### src/rtl/ep_hs_pkg.sv
package ep_hs_pkg;

  typedef enum logic [1:0] {
    TK_OUT   = 2'd0,
    TK_IN    = 2'd1,
    TK_SETUP = 2'd2
  } tok_kind_e;

  typedef enum logic [1:0] {
    HS_NONE  = 2'd0,
    HS_ACK   = 2'd1,
    HS_NAK   = 2'd2,
    HS_STALL = 2'd3
  } hs_e;

  localparam logic [7:0] OP_CLRBUF   = 8'hF2;
  localparam logic [7:0] OP_VALIDATE = 8'hFA;
  localparam logic [7:0] OP_SETSTAT  = 8'h40;
  localparam logic [7:0] OP_SELCLR   = 8'h41;

  // Effect of one token on the endpoint state
  typedef struct packed {
    logic set_full;
    logic setup_hit;
    logic clr_armed;
    logic flip_out;
    logic flip_in;
  } tok_eff_t;

  // Decoded command actions
  typedef struct packed {
    logic clrbuf;
    logic validate;
    logic setstat;
    logic selclr;
  } cmd_act_t;

endpackage

### src/rtl/ep_hs_decide.sv
module ep_hs_decide
  import ep_hs_pkg::*;
#(
  parameter int NUM_EP = 4,
  localparam int EPW = $clog2(NUM_EP)
) (
  input  logic [1:0]        kind,
  input  logic [EPW-1:0]    ep,
  input  logic [NUM_EP-1:0] full,
  input  logic [NUM_EP-1:0] armed,
  input  logic [NUM_EP-1:0] stall,
  input  logic [NUM_EP-1:0] dis,
  input  logic [NUM_EP-1:0] rfb,
  input  logic [NUM_EP-1:0] out_tog,
  input  logic [NUM_EP-1:0] in_tog,
  input  logic              stp0,
  input  logic              cstall0,
  output hs_e               code,
  output logic              dpid,
  output tok_eff_t          eff
);

  logic is_ep0;
  logic halt;

  always_comb begin
    is_ep0 = (ep == '0);
    halt   = stall[ep] | (is_ep0 & cstall0 & ~stp0);
    code   = HS_NONE;
    dpid   = 1'b0;
    eff    = '0;
    if (!dis[ep]) begin
      case (kind)
        TK_SETUP: begin
          if (is_ep0) begin
            code          = HS_ACK;
            eff.setup_hit = 1'b1;
          end
        end
        TK_OUT: begin
          if (halt) begin
            code = HS_STALL;
          end else if (full[ep]) begin
            code = HS_NAK;
          end else begin
            code         = HS_ACK;
            dpid         = ~rfb[ep] & out_tog[ep];
            eff.set_full = 1'b1;
            eff.flip_out = ~rfb[ep];
          end
        end
        TK_IN: begin
          if (halt) begin
            code = HS_STALL;
          end else if (!armed[ep]) begin
            code = HS_NAK;
          end else begin
            code          = HS_ACK;
            dpid          = ~rfb[ep] & in_tog[ep];
            eff.clr_armed = 1'b1;
            eff.flip_in   = ~rfb[ep];
          end
        end
        default: ;
      endcase
    end
  end

endmodule

### src/rtl/ep_hs_bank.sv
module ep_hs_bank
  import ep_hs_pkg::*;
#(
  parameter int NUM_EP = 4,
  localparam int EPW = $clog2(NUM_EP)
) (
  input  logic              clk,
  input  logic              rst,
  input  logic              tok_fire,
  input  logic [EPW-1:0]    tok_ep,
  input  tok_eff_t          eff,
  input  cmd_act_t          act,
  input  logic [EPW-1:0]    cmd_ep,
  input  logic [7:0]        wdata,
  output logic [NUM_EP-1:0] full,
  output logic [NUM_EP-1:0] armed,
  output logic [NUM_EP-1:0] stall,
  output logic [NUM_EP-1:0] dis,
  output logic [NUM_EP-1:0] rfb,
  output logic [NUM_EP-1:0] out_tog,
  output logic [NUM_EP-1:0] in_tog,
  output logic              po0,
  output logic              stp0,
  output logic              cstall0
);

  logic unused_wd;
  assign unused_wd = ^wdata[4:1];

  always_ff @(posedge clk) begin
    if (rst) begin
      full    <= '0;
      armed   <= '0;
      stall   <= '0;
      dis     <= '0;
      rfb     <= '0;
      out_tog <= '0;
      in_tog  <= '0;
    end else begin
      for (int i = 0; i < NUM_EP; i++) begin
        if (tok_fire && tok_ep == EPW'(i)) begin
          if (eff.set_full)  full[i]    <= 1'b1;
          if (eff.clr_armed) armed[i]   <= 1'b0;
          if (eff.flip_out)  out_tog[i] <= ~out_tog[i];
          if (eff.flip_in)   in_tog[i]  <= ~in_tog[i];
          if (eff.setup_hit) begin
            full[i]    <= 1'b1;
            out_tog[i] <= 1'b1;
            in_tog[i]  <= 1'b1;
            stall[i]   <= 1'b0;
          end
        end
        if (cmd_ep == EPW'(i)) begin
          if (act.clrbuf)   full[i]  <= 1'b0;
          if (act.validate) armed[i] <= 1'b1;
          if (act.setstat) begin
            stall[i] <= wdata[0];
            dis[i]   <= wdata[5];
            rfb[i]   <= wdata[6];
          end
        end
      end
    end
  end

  always_ff @(posedge clk) begin
    if (rst) begin
      po0     <= 1'b0;
      stp0    <= 1'b0;
      cstall0 <= 1'b0;
    end else begin
      if (tok_fire && eff.setup_hit) begin
        po0  <= po0 | full[0];
        stp0 <= 1'b1;
      end
      if (act.selclr && cmd_ep == '0) begin
        po0  <= 1'b0;
        stp0 <= 1'b0;
      end
      if (act.setstat && cmd_ep == '0) cstall0 <= wdata[7];
    end
  end

  AST_PO_STICKY: assert property (@(posedge clk) disable iff (rst)
    (po0 && !(act.selclr && cmd_ep == '0)) |=> po0);

  AST_FULL_HOLDS: assert property (@(posedge clk) disable iff (rst)
    (full[0] && !(act.clrbuf && cmd_ep == '0)) |=> full[0]);

endmodule

### src/rtl/ep_hs_cmd.sv
module ep_hs_cmd
  import ep_hs_pkg::*;
#(
  parameter int NUM_EP = 4,
  localparam int EPW = $clog2(NUM_EP)
) (
  input  logic              clk,
  input  logic              rst,
  input  logic              cmd_valid,
  input  logic [7:0]        cmd_code,
  input  logic [EPW-1:0]    cmd_ep,
  input  logic [NUM_EP-1:0] full,
  input  logic [NUM_EP-1:0] armed,
  input  logic [NUM_EP-1:0] stall,
  input  logic              po0,
  input  logic              stp0,
  input  logic              cstall0,
  output cmd_act_t          act,
  output logic              rdy,
  output logic [7:0]        rdata
);

  logic sel0;
  logic halt;

  always_comb begin
    act.clrbuf   = cmd_valid && cmd_code == OP_CLRBUF;
    act.validate = cmd_valid && cmd_code == OP_VALIDATE;
    act.setstat  = cmd_valid && cmd_code == OP_SETSTAT;
    act.selclr   = cmd_valid && cmd_code == OP_SELCLR;
    sel0         = (cmd_ep == '0);
    halt         = stall[cmd_ep] | (sel0 & cstall0 & ~stp0);
  end

  always_ff @(posedge clk) begin
    if (rst) begin
      rdy   <= 1'b0;
      rdata <= '0;
    end else begin
      rdy   <= act.clrbuf | act.selclr;
      rdata <= '0;
      if (act.clrbuf) rdata <= {7'b0, sel0 & po0};
      if (act.selclr) rdata <= {3'b0, armed[cmd_ep], sel0 & po0, sel0 & stp0,
                                halt, full[cmd_ep]};
    end
  end

  AST_RDY_ONLY_READS: assert property (@(posedge clk) disable iff (rst)
    rdy |-> ($past(cmd_valid) &&
             ($past(cmd_code) == OP_CLRBUF || $past(cmd_code) == OP_SELCLR)));

  AST_CLR_RESERVED_ZERO: assert property (@(posedge clk) disable iff (rst)
    (rdy && $past(cmd_code) == OP_CLRBUF) |-> rdata[7:1] == 7'd0);

endmodule

### src/rtl/usb_ep_handshake.sv
module usb_ep_handshake
  import ep_hs_pkg::*;
#(
  parameter int NUM_EP = 4,
  localparam int EPW = $clog2(NUM_EP)
) (
  input  logic           clk,
  input  logic           rst,
  input  logic           tok_valid,
  input  logic [1:0]     tok_kind,
  input  logic [EPW-1:0] tok_ep,
  input  logic           cmd_valid,
  input  logic [7:0]     cmd_code,
  input  logic [EPW-1:0] cmd_ep,
  input  logic [7:0]     cmd_wdata,
  output logic           rsp_valid,
  output logic [1:0]     rsp_code,
  output logic           rsp_dpid,
  output logic           cmd_rdy,
  output logic [7:0]     cmd_rdata
);

  logic [NUM_EP-1:0] full, armed, stall, dis, rfb, out_tog, in_tog;
  logic              po0, stp0, cstall0;
  hs_e               code_c;
  logic              dpid_c;
  tok_eff_t          eff;
  cmd_act_t          act;

  ep_hs_decide #(.NUM_EP(NUM_EP)) u_decide (
    .kind(tok_kind), .ep(tok_ep), .full(full), .armed(armed), .stall(stall),
    .dis(dis), .rfb(rfb), .out_tog(out_tog), .in_tog(in_tog), .stp0(stp0),
    .cstall0(cstall0), .code(code_c), .dpid(dpid_c), .eff(eff)
  );

  ep_hs_cmd #(.NUM_EP(NUM_EP)) u_cmd (
    .clk(clk), .rst(rst), .cmd_valid(cmd_valid), .cmd_code(cmd_code),
    .cmd_ep(cmd_ep), .full(full), .armed(armed), .stall(stall), .po0(po0),
    .stp0(stp0), .cstall0(cstall0), .act(act), .rdy(cmd_rdy), .rdata(cmd_rdata)
  );

  ep_hs_bank #(.NUM_EP(NUM_EP)) u_bank (
    .clk(clk), .rst(rst), .tok_fire(tok_valid), .tok_ep(tok_ep), .eff(eff),
    .act(act), .cmd_ep(cmd_ep), .wdata(cmd_wdata), .full(full), .armed(armed),
    .stall(stall), .dis(dis), .rfb(rfb), .out_tog(out_tog), .in_tog(in_tog),
    .po0(po0), .stp0(stp0), .cstall0(cstall0)
  );

  always_ff @(posedge clk) begin
    if (rst) begin
      rsp_valid <= 1'b0;
      rsp_code  <= 2'd0;
      rsp_dpid  <= 1'b0;
    end else begin
      rsp_valid <= tok_valid;
      rsp_code  <= tok_valid ? code_c : HS_NONE;
      rsp_dpid  <= tok_valid & dpid_c;
    end
  end

  AST_RSP_FOLLOWS_TOK: assert property (@(posedge clk) disable iff (rst)
    tok_valid |=> rsp_valid);

  AST_NO_SPURIOUS_RSP: assert property (@(posedge clk) disable iff (rst)
    !tok_valid |=> (!rsp_valid && rsp_code == 2'd0));

  AST_DISABLED_SILENT: assert property (@(posedge clk) disable iff (rst)
    (tok_valid && dis[tok_ep]) |=> rsp_code == 2'd0);

  AST_SETUP_ALWAYS_ACK: assert property (@(posedge clk) disable iff (rst)
    (tok_valid && tok_kind == 2'd2 && tok_ep == '0 && !dis[0])
      |=> (rsp_code == 2'd1 && !rsp_dpid));

  AST_FULL_REFUSES_OUT: assert property (@(posedge clk) disable iff (rst)
    (tok_valid && tok_kind == 2'd0 && full[tok_ep] && !dis[tok_ep])
      |=> rsp_code != 2'd1);

endmodule

### config.mk
export PLATFORM = sky130hd
export DESIGN_NAME = usb_ep_handshake
export DESIGN_NICKNAME = d
export VERILOG_FILES = /design/src/rtl/ep_hs_pkg.sv /design/src/rtl/ep_hs_decide.sv /design/src/rtl/ep_hs_bank.sv /design/src/rtl/ep_hs_cmd.sv /design/src/rtl/usb_ep_handshake.sv
export SDC_FILE = /design/constraint.sdc
export NUM_CORES = 1
export LEC_CHECK = 0
export BUFFER_PORTS_ARGS = -buffer_cell sky130_fd_sc_hd__buf_2
export CORE_ASPECT_RATIO = 1.75
export CORE_MARGIN = 2
export CORE_UTILIZATION = 55
export CTS_BUF_LIST = sky130_fd_sc_hd__clkbuf_2 sky130_fd_sc_hd__clkbuf_4 sky130_fd_sc_hd__clkbuf_8
export CTS_CLUSTER_DIAMETER = 100
export DETAILED_ROUTE_END_ITERATION = 16
export GPL_TIMING_DRIVEN = 0
export MAX_ROUTING_LAYER = met4
export PLACE_DENSITY = 0.78
export SLEW_MARGIN = 20
export SYNTH_ARGS = -nofsm -noshare
export SYNTH_HDL_FRONTEND = slang
export SYNTH_SLANG_ARGS = --single-unit
### constraint.sdc
create_clock -name clk -period 3 [get_ports clk]
set_input_delay 0.3 -clock clk [delete_from_list [all_inputs] [get_ports clk]]
set_output_delay 0.3 -clock clk [all_outputs]
set_load 0.005 [all_outputs]
==> summary.md, run 1 <==
| Metric | Value |
|---|---|
| Clock Skew | 0.003997 ns |
| Async SR Flop Fraction | 0 |
| Clock share of power | 0.382 |
| Crit end category | flip-flop |
| Detailed Routing Iterations Pass 1 | 4 |
| Slowest stage delay, CP | 0.52 ns |
| Worst slew margin | 0.4039 |
| Dominant cell type by area after synthesis | dfxtp_1 |
| Worst path top cell family by delay | simple AND/OR/NAND/NOR gates |
| Post-CTS setup buffers | 0 |
| Pre-CTS WS | 0.4995 ns |
| Post-synth EDFFs | 0 |
| Largest net degree at the start of global routing | 13 |
| Switching fraction of total power | 0.2423 |
| Number of CTS-inserted buffers | 5 |
| Hold Fails Final Rpt | 0 |
| DRC | 0 |
| Chip Height | 85.78 um |
| ANT nets after route | 0 |
| Internal | 0.7955 mW |
| Multi-input logic area | 0.001184 mm2 |
| DP HPWL | 3.855 mm |
| Clk root buf | clkbuf_8 |
| Minimum clock period | 2.350 ns |
| CP Cell Sequence | mux4_2, and4bb_1, or3b_1, buf_2, or4_1, a21oi_1 |
| Max-Cap Viols | 0 |
| RSZ-0062 raised after global routing | false |
| Critical-path maximum fanout | 8 |
| Commonest non-fill, non-tap cell in the layout | dfxtp_1 |
| Crit path DAT | 2.58 ns |
| Ant diodes | 0 |
| Clock-pin slew on the worst setup and hold paths | 0.08 ns |
| Routability cong. | 0.9051 |
| Post-synth top area share | 0.3905 |
| Setup_tns | 0 ns |
| Clock Sinks | 41 |
| Pleak | 0.8994 nW |
| Max Slew Vio Count | 0 |
| # hold bufs at CTS | 0 |
| Nets | 289 |
| GR Util met3 | 0.04704 |
| Num ports | 39 |
| FF+latch count, synth | 41 |
| Crit start category | flip-flop |
| Mean Syn Cell Area | 9.342 um2 |
| Combinational fraction of design power | 0.093 |
| Clk_lat worst skew | 0.30 ns |
| Grt peak-use layer | met2 |
| Mapped cell area | 0.002102 mm2 |
| DIE WIDTH | 50.73 um |
| Vias in the first global route | 1864 |
| CTS tree | built |
| Initial Utilization | 0.5793 |
| Post-synthesis cell type count | 49 |
| WL final | 5.104 mm |
| Tot GR Track Use | 0.2710 |
| Worst-margin pin slew | 0.8941 ns |
| Initial antenna violation count | 0 |
| Outcome | finished clean |
| Psw | 0.2544 mW |
| Power per cell area | 435.0 mW/mm2 |
| Critical path type | flip-flop to flip-flop |
| Setup ws final | 0.6499 ns |
| Core area | 0.003628 mm2 |
| Fmax | 0.4255 GHz |
| Hold crit path type | input pin to flip-flop |
| CTS Buffer Depth | 2 |
| Worst VDD drop | 0.4001 mV |
| Ys Warns | 0 |
| Synthesis-to-layout area growth | 14.82% |
| WP data required | 3.23 ns |
| Filler instances | 318 |
| Period utilization | 0.7834 |
| Crit path buf inv count | 1 |
| Share of cells above drive strength 1 | 0.2045 |
| Num rows | 29 |
| Vias/cell | 6.039 |
| Synth area leaders | dfxtp_1 39%, mux2i_1 6.7%, mux4_2 6.4% |
| Die ar. | 0.004352 mm2 |
| Seq. cell area | 820.8 um2 |
| Port Buffers | 29 |
| First-pass GRT wire length | 8.694 mm |
| 1st-iter DRT viols | 48 |
| M1 GR Usage | 0.2917 |
| Register area share after synthesis | 0.3905 |
| Avg WL per Cell | 16.46 um |
| Most used DFF post-synth | dfxtp_1 |
| Highest-count cells in the layout ignoring fill and taps | 41 x dfxtp_1, 32 x buf_2, 27 x nor2_1, 14 x mux2i_1 |
| Post-Synthesis Cells | 225 |
| Finish-stage setup viols | 0 |
| Highest-delay cell along the critical path | mux4_2 |
| Vias | 1872 |
| # resized after CTS | 0 |
| H-tree depth | 2 |
| Power share of the sequential group | 0.525 |
| Met2 usage | 0.4593 |
| Overflow after GRT | 0 |
## worst paths after layout
path	start	end	slack, ns	depth (start not counted)
min	cmd_wdata[7]	u_bank.cstall0$_SDFFE_PP0P_	0.24	3
max reg2reg	u_bank.dis[0]$_SDFFE_PP0P_	u_bank.in_tog[2]$_SDFFE_PP0P_	0.65	6
max	u_bank.dis[0]$_SDFFE_PP0P_	u_bank.in_tog[2]$_SDFFE_PP0P_	0.65	6
min reg2reg	u_bank.in_tog[2]$_SDFFE_PP0P_	u_bank.in_tog[2]$_SDFFE_PP0P_	0.49	2
## power groups by stage
stage | clock (mW) | sequential, mW | combinational (mW)
after floorplan | 0 | 0.563 | 0.0582
after CTS | 0.406 | 0.551 | 0.0971
after global placement | 0 | 0.564 | 0.0961
final | 0.401 | 0.551 | 0.0979
after global routing | 0.429 | 0.552 | 0.108
after detailed placement | 0 | 0.564 | 0.0967
## state kept, by name, summed over array words and instances (netlist names)
name / cells
u_bank.cstall0: 1
u_bank.stp0: 1
u_bank.po0: 1
u_bank.full: 4
u_bank.stall: 4
u_bank.armed: 4
rsp_code: 2
u_bank.dis: 4
u_bank.in_tog: 4
u_cmd.rdy: 1
u_bank.out_tog: 4
rsp_valid: 1
u_bank.rfb: 4
rsp_dpid: 1
u_cmd.rdata: 5
## Yosys cell counts, drive strengths merged, types with 3 or more instances
master and n:
a31oi 9, a21oi 7, nor4b 3, mux2i 14, nand3 3, a221oi 4
nand3b 5, nand2 6, buf 7, nor3 3, a211oi 9, nand2b 6
nor4 3, o21a 3, o21ai 10, o31ai 3, nor2 27, mux4 8
inv 9, nor3b 4, clkbuf 8, nor2b 10, dfxtp 41
## area by class of cell
type                            count  share of cell area
Multi-Input combinational cell    162              0.4904
Sequential cell                    41              0.3401
Timing Repair Buffer               29             0.06013
Clock buffer                        7             0.03992
Buffer                             15             0.02955
Tap cell                           46             0.02385
Inverter                            9             0.01400
Clock inverter                      1            0.002074
## layer usage
metal	routed length [um]	vias to the layer above
li1	-	907
met5	0	-
met1	1901	880
met4	189	0
met2	2756	68
met3	257	17
## worst register-to-register path, cell delays in order, from the launching register on
cell,delay [ns]
dfxtp_1,0.36
mux4_2,0.53
and4bb_1,0.34
or3b_1,0.34
buf_2,0.17
or4_1,0.40
a21oi_1,0.14
## per-stage QoR
step	hold WS, ns	std cells	utilization	instance area (um2)	total power [mW]
CTS	0.2453	310	0.6652	2414	1.054
finish	0.2400	310	0.6652	2414	1.050
detailed placement	0.4687	302	0.6372	2312	0.6605
global placement	0.4582	302	0.6372	2312	0.6597
global route	0.2813	310	0.6652	2414	1.089
floorplan	0.4324	227	-	2110	0.6217
## cells by family (layout without fill, tap and decap cells)
family,count (synthesis),count (layout),share of synthesized area
DFF,41,41,0.3905
AOI/OAI and AO/OA,51,51,0.1643
muxes,22,22,0.1560
buffers and inverters,24,61,0.04999
other,1,3,0.001784
and+or+nand+nor,86,86,0.2375
Power figures use the tool's default switching activity.
==> inputs of run 2 (changes only) <==
CORE_UTILIZATION = 52   (was 55)
PLACE_DENSITY = 0.77   (was 0.78)
clock period = 2 ns   (was 3 ns; I/O delays follow)
==> summary.md, run 2 (synthesized netlist as in run 1, its figures left out) <==
| Metric | Value |
|---|---|
| First-pass GRT wire length | 8.776 mm (was 8.694 mm) |
| Outcome | finished with violations (was finished clean) |
| Layout Cell Area excl Fill | 0.002527 mm2 (was 0.002414 mm2) |
| Number of CTS-inserted buffers | 5 (unchanged) |
| Commonest non-fill, non-tap cell in the layout | dfxtp_1 (unchanged) |
| Vias/cell | 6.032 (was 6.039) |
| Pleak | 0.9359 nW (was 0.8994 nW) |
| Failing checks | negative setup slack |
| PnR Total Power | 1.540 mW (was 1.050 mW) |
| Highest-count cells in the layout ignoring fill and taps | 40 x dfxtp_1, 31 x buf_2, 26 x nor2_1, 14 x mux2i_1 (was 41 x dfxtp_1, 32 x buf_2, 27 x nor2_1, 14 x mux2i_1) |
| CTS tree | built (unchanged) |
| ANT nets after route | 0 (unchanged) |
| DIE WIDTH | 52.06 um (was 50.73 um) |
| Ant diodes | 0 (unchanged) |
| Vias | 1912 (was 1872) |
| Overflow after GRT | 0 (unchanged) |
| Clk root buf | clkbuf_8 (unchanged) |
| Max FFs per register | 5 (unchanged) |
| H-tree depth | 2 (unchanged) |
| Nets | 295 (was 289) |
| Core area | 0.003866 mm2 (was 0.003628 mm2) |
| Crit end category | flip-flop (unchanged) |
| Largest net degree at the start of global routing | 12 (was 13) |
| WL final | 5.407 mm (was 5.104 mm) |
| Initial antenna violation count | 0 (unchanged) |
| # hold bufs at CTS | 0 (unchanged) |
| Hold crit path type | input pin to flip-flop (unchanged) |
| Vias in the first global route | 1871 (was 1864) |
| Clock Skew | 0.007411 ns (was 0.003997 ns) |
| Routability cong. | 0.9190 (was 0.9051) |
| Critical-path maximum fanout | 5 (was 8) |
| Avg WL per Cell | 17.06 um (was 16.46 um) |
| Tot GR Track Use | 0.2681 (was 0.2710) |
| Pre-CTS WS | -0.3956 ns (was 0.4995 ns) |
| Setup_tns | -0.7776 ns (was 0 ns) |
| Placement Cell Area | 0.002322 mm2 (was 0.002312 mm2) |
| Num rows | 30 (was 29) |
| Die ar. | 0.004587 mm2 (was 0.004352 mm2) |
| 1st-iter DRT viols | 89 (was 48) |
| Worst-margin pin slew | 0.6845 ns (was 0.8941 ns) |
| Critical path type | flip-flop to flip-flop (unchanged) |
| Fmax | 0.4509 GHz (was 0.4255 GHz) |
| Worst slew margin | 0.5437 (was 0.4039) |
| DP HPWL | 3.934 mm (was 3.855 mm) |
| Port Buffers | 29 (unchanged) |
| Clk_lat worst skew | 0.29 ns (was 0.30 ns) |
| Crit path DAT | 2.45 ns (was 2.58 ns) |
| Detailed Routing Iterations Pass 1 | 5 (was 4) |
| Finish-stage setup viols | 8 (was 0) |
| RSZ-0062 raised after global routing | true (was false) |
| Crit start category | flip-flop (unchanged) |
| Worst VDD drop | 0.4840 mV (was 0.4001 mV) |
| Initial Utilization | 0.5437 (was 0.5793) |
| CTS Buffer Depth | 2 (unchanged) |
| Final hold slack | 0.1446 ns (was 0.2400 ns) |
| Clock-pin slew on the worst setup and hold paths | 0.08 ns (about the same) |
| Period utilization | 1.109 (was 0.7834) |
| Power per cell area | 609.3 mW/mm2 (was 435.0 mW/mm2) |
| Minimum clock period | 2.218 ns (was 2.350 ns) |
| DRC | 0 (unchanged) |
| Setup ws final | -0.2176 ns (was 0.6499 ns) |
| Largest Register | u_cmd.rdata (unchanged) |
| Chip Height | 88.11 um (was 85.78 um) |
| WP data required | 2.23 ns (was 3.23 ns) |
| Hold Fails Final Rpt | 0 (unchanged) |
| Num ports | 39 (unchanged) |
| Synthesis-to-layout area growth | 20.24% (was 14.82%) |
| Clock Sinks | 41 (unchanged) |
| Max-Cap Viols | 0 (unchanged) |
| Share of cells above drive strength 1 | 0.2714 (was 0.2045) |
| Max Slew Vio Count | 0 (unchanged) |
[run 2: cell count changes in the layout (fill, tap and decap cells not counted), sizes merged]
cell    change
clkinv      -1
buf         +6
[run 2: layout make-up]
cell class,count,area (um2)
buffer,15,78.83
clock buffer,7,90.09
fill,335,1339
inverter,9,33.78
multi-input combinational,162,1250
sequential,41,824.5
tap,48,60.06
timing repair buffer,35,190.2
[run 2: through the flow]
step / utilization / std cells
final: 0.6537 / 317
after floorplan: - / 227
after CTS: 0.6359 / 316
after global placement: 0.6006 / 304
after detailed placement: 0.6006 / 304
after global routing: 0.6537 / 317
[run 2: critical path: stages (launching register included)]
cell,delay (ns)
dfxtp_4,0.35
mux4_2,0.48
and4bb_1,0.30
or3b_1,0.37
buf_6,0.14
or4_4,0.41
a21oi_2,0.12
[run 2: report_power, final]
group,switching [mW],internal (mW)
Clock,0.270,0.287
Sequential,0.00394,0.822
Combinational,0.0953,0.0620
[run 2: per-layer routing]
metal	wire length [um]	GRT usage	vias to the layer above	share of wire
met3	223	0.04096	23	0.041
met1	1973	0.2749	897	0.36
li1	-	-	917	-
met5	0	-	-	0
met2	2879	0.4580	75	0.53
met4	331	0.1770	0	0.061
[run 2: worst paths after layout]
check / from / endpoint / slack [ns] / cells after the start
worst max-delay path: u_bank.dis[0]$_SDFFE_PP0P_ / u_bank.in_tog[1]$_SDFFE_PP0P_ / -0.22 / 6
worst min-delay path: cmd_wdata[7] / u_bank.cstall0$_SDFFE_PP0P_ / 0.14 / 3
worst max register to register: u_bank.dis[0]$_SDFFE_PP0P_ / u_bank.in_tog[1]$_SDFFE_PP0P_ / -0.22 / 6
worst min register to register: u_bank.in_tog[3]$_SDFFE_PP0P_ / u_bank.in_tog[3]$_SDFFE_PP0P_ / 0.48 / 2
[run 2: repair_timing]
item,CTS,global route
setup endpoints to repair,12,19
buffers inserted,5,1
resized for setup,7,12
pin swaps,5,6
hold endpoints to repair,0,0
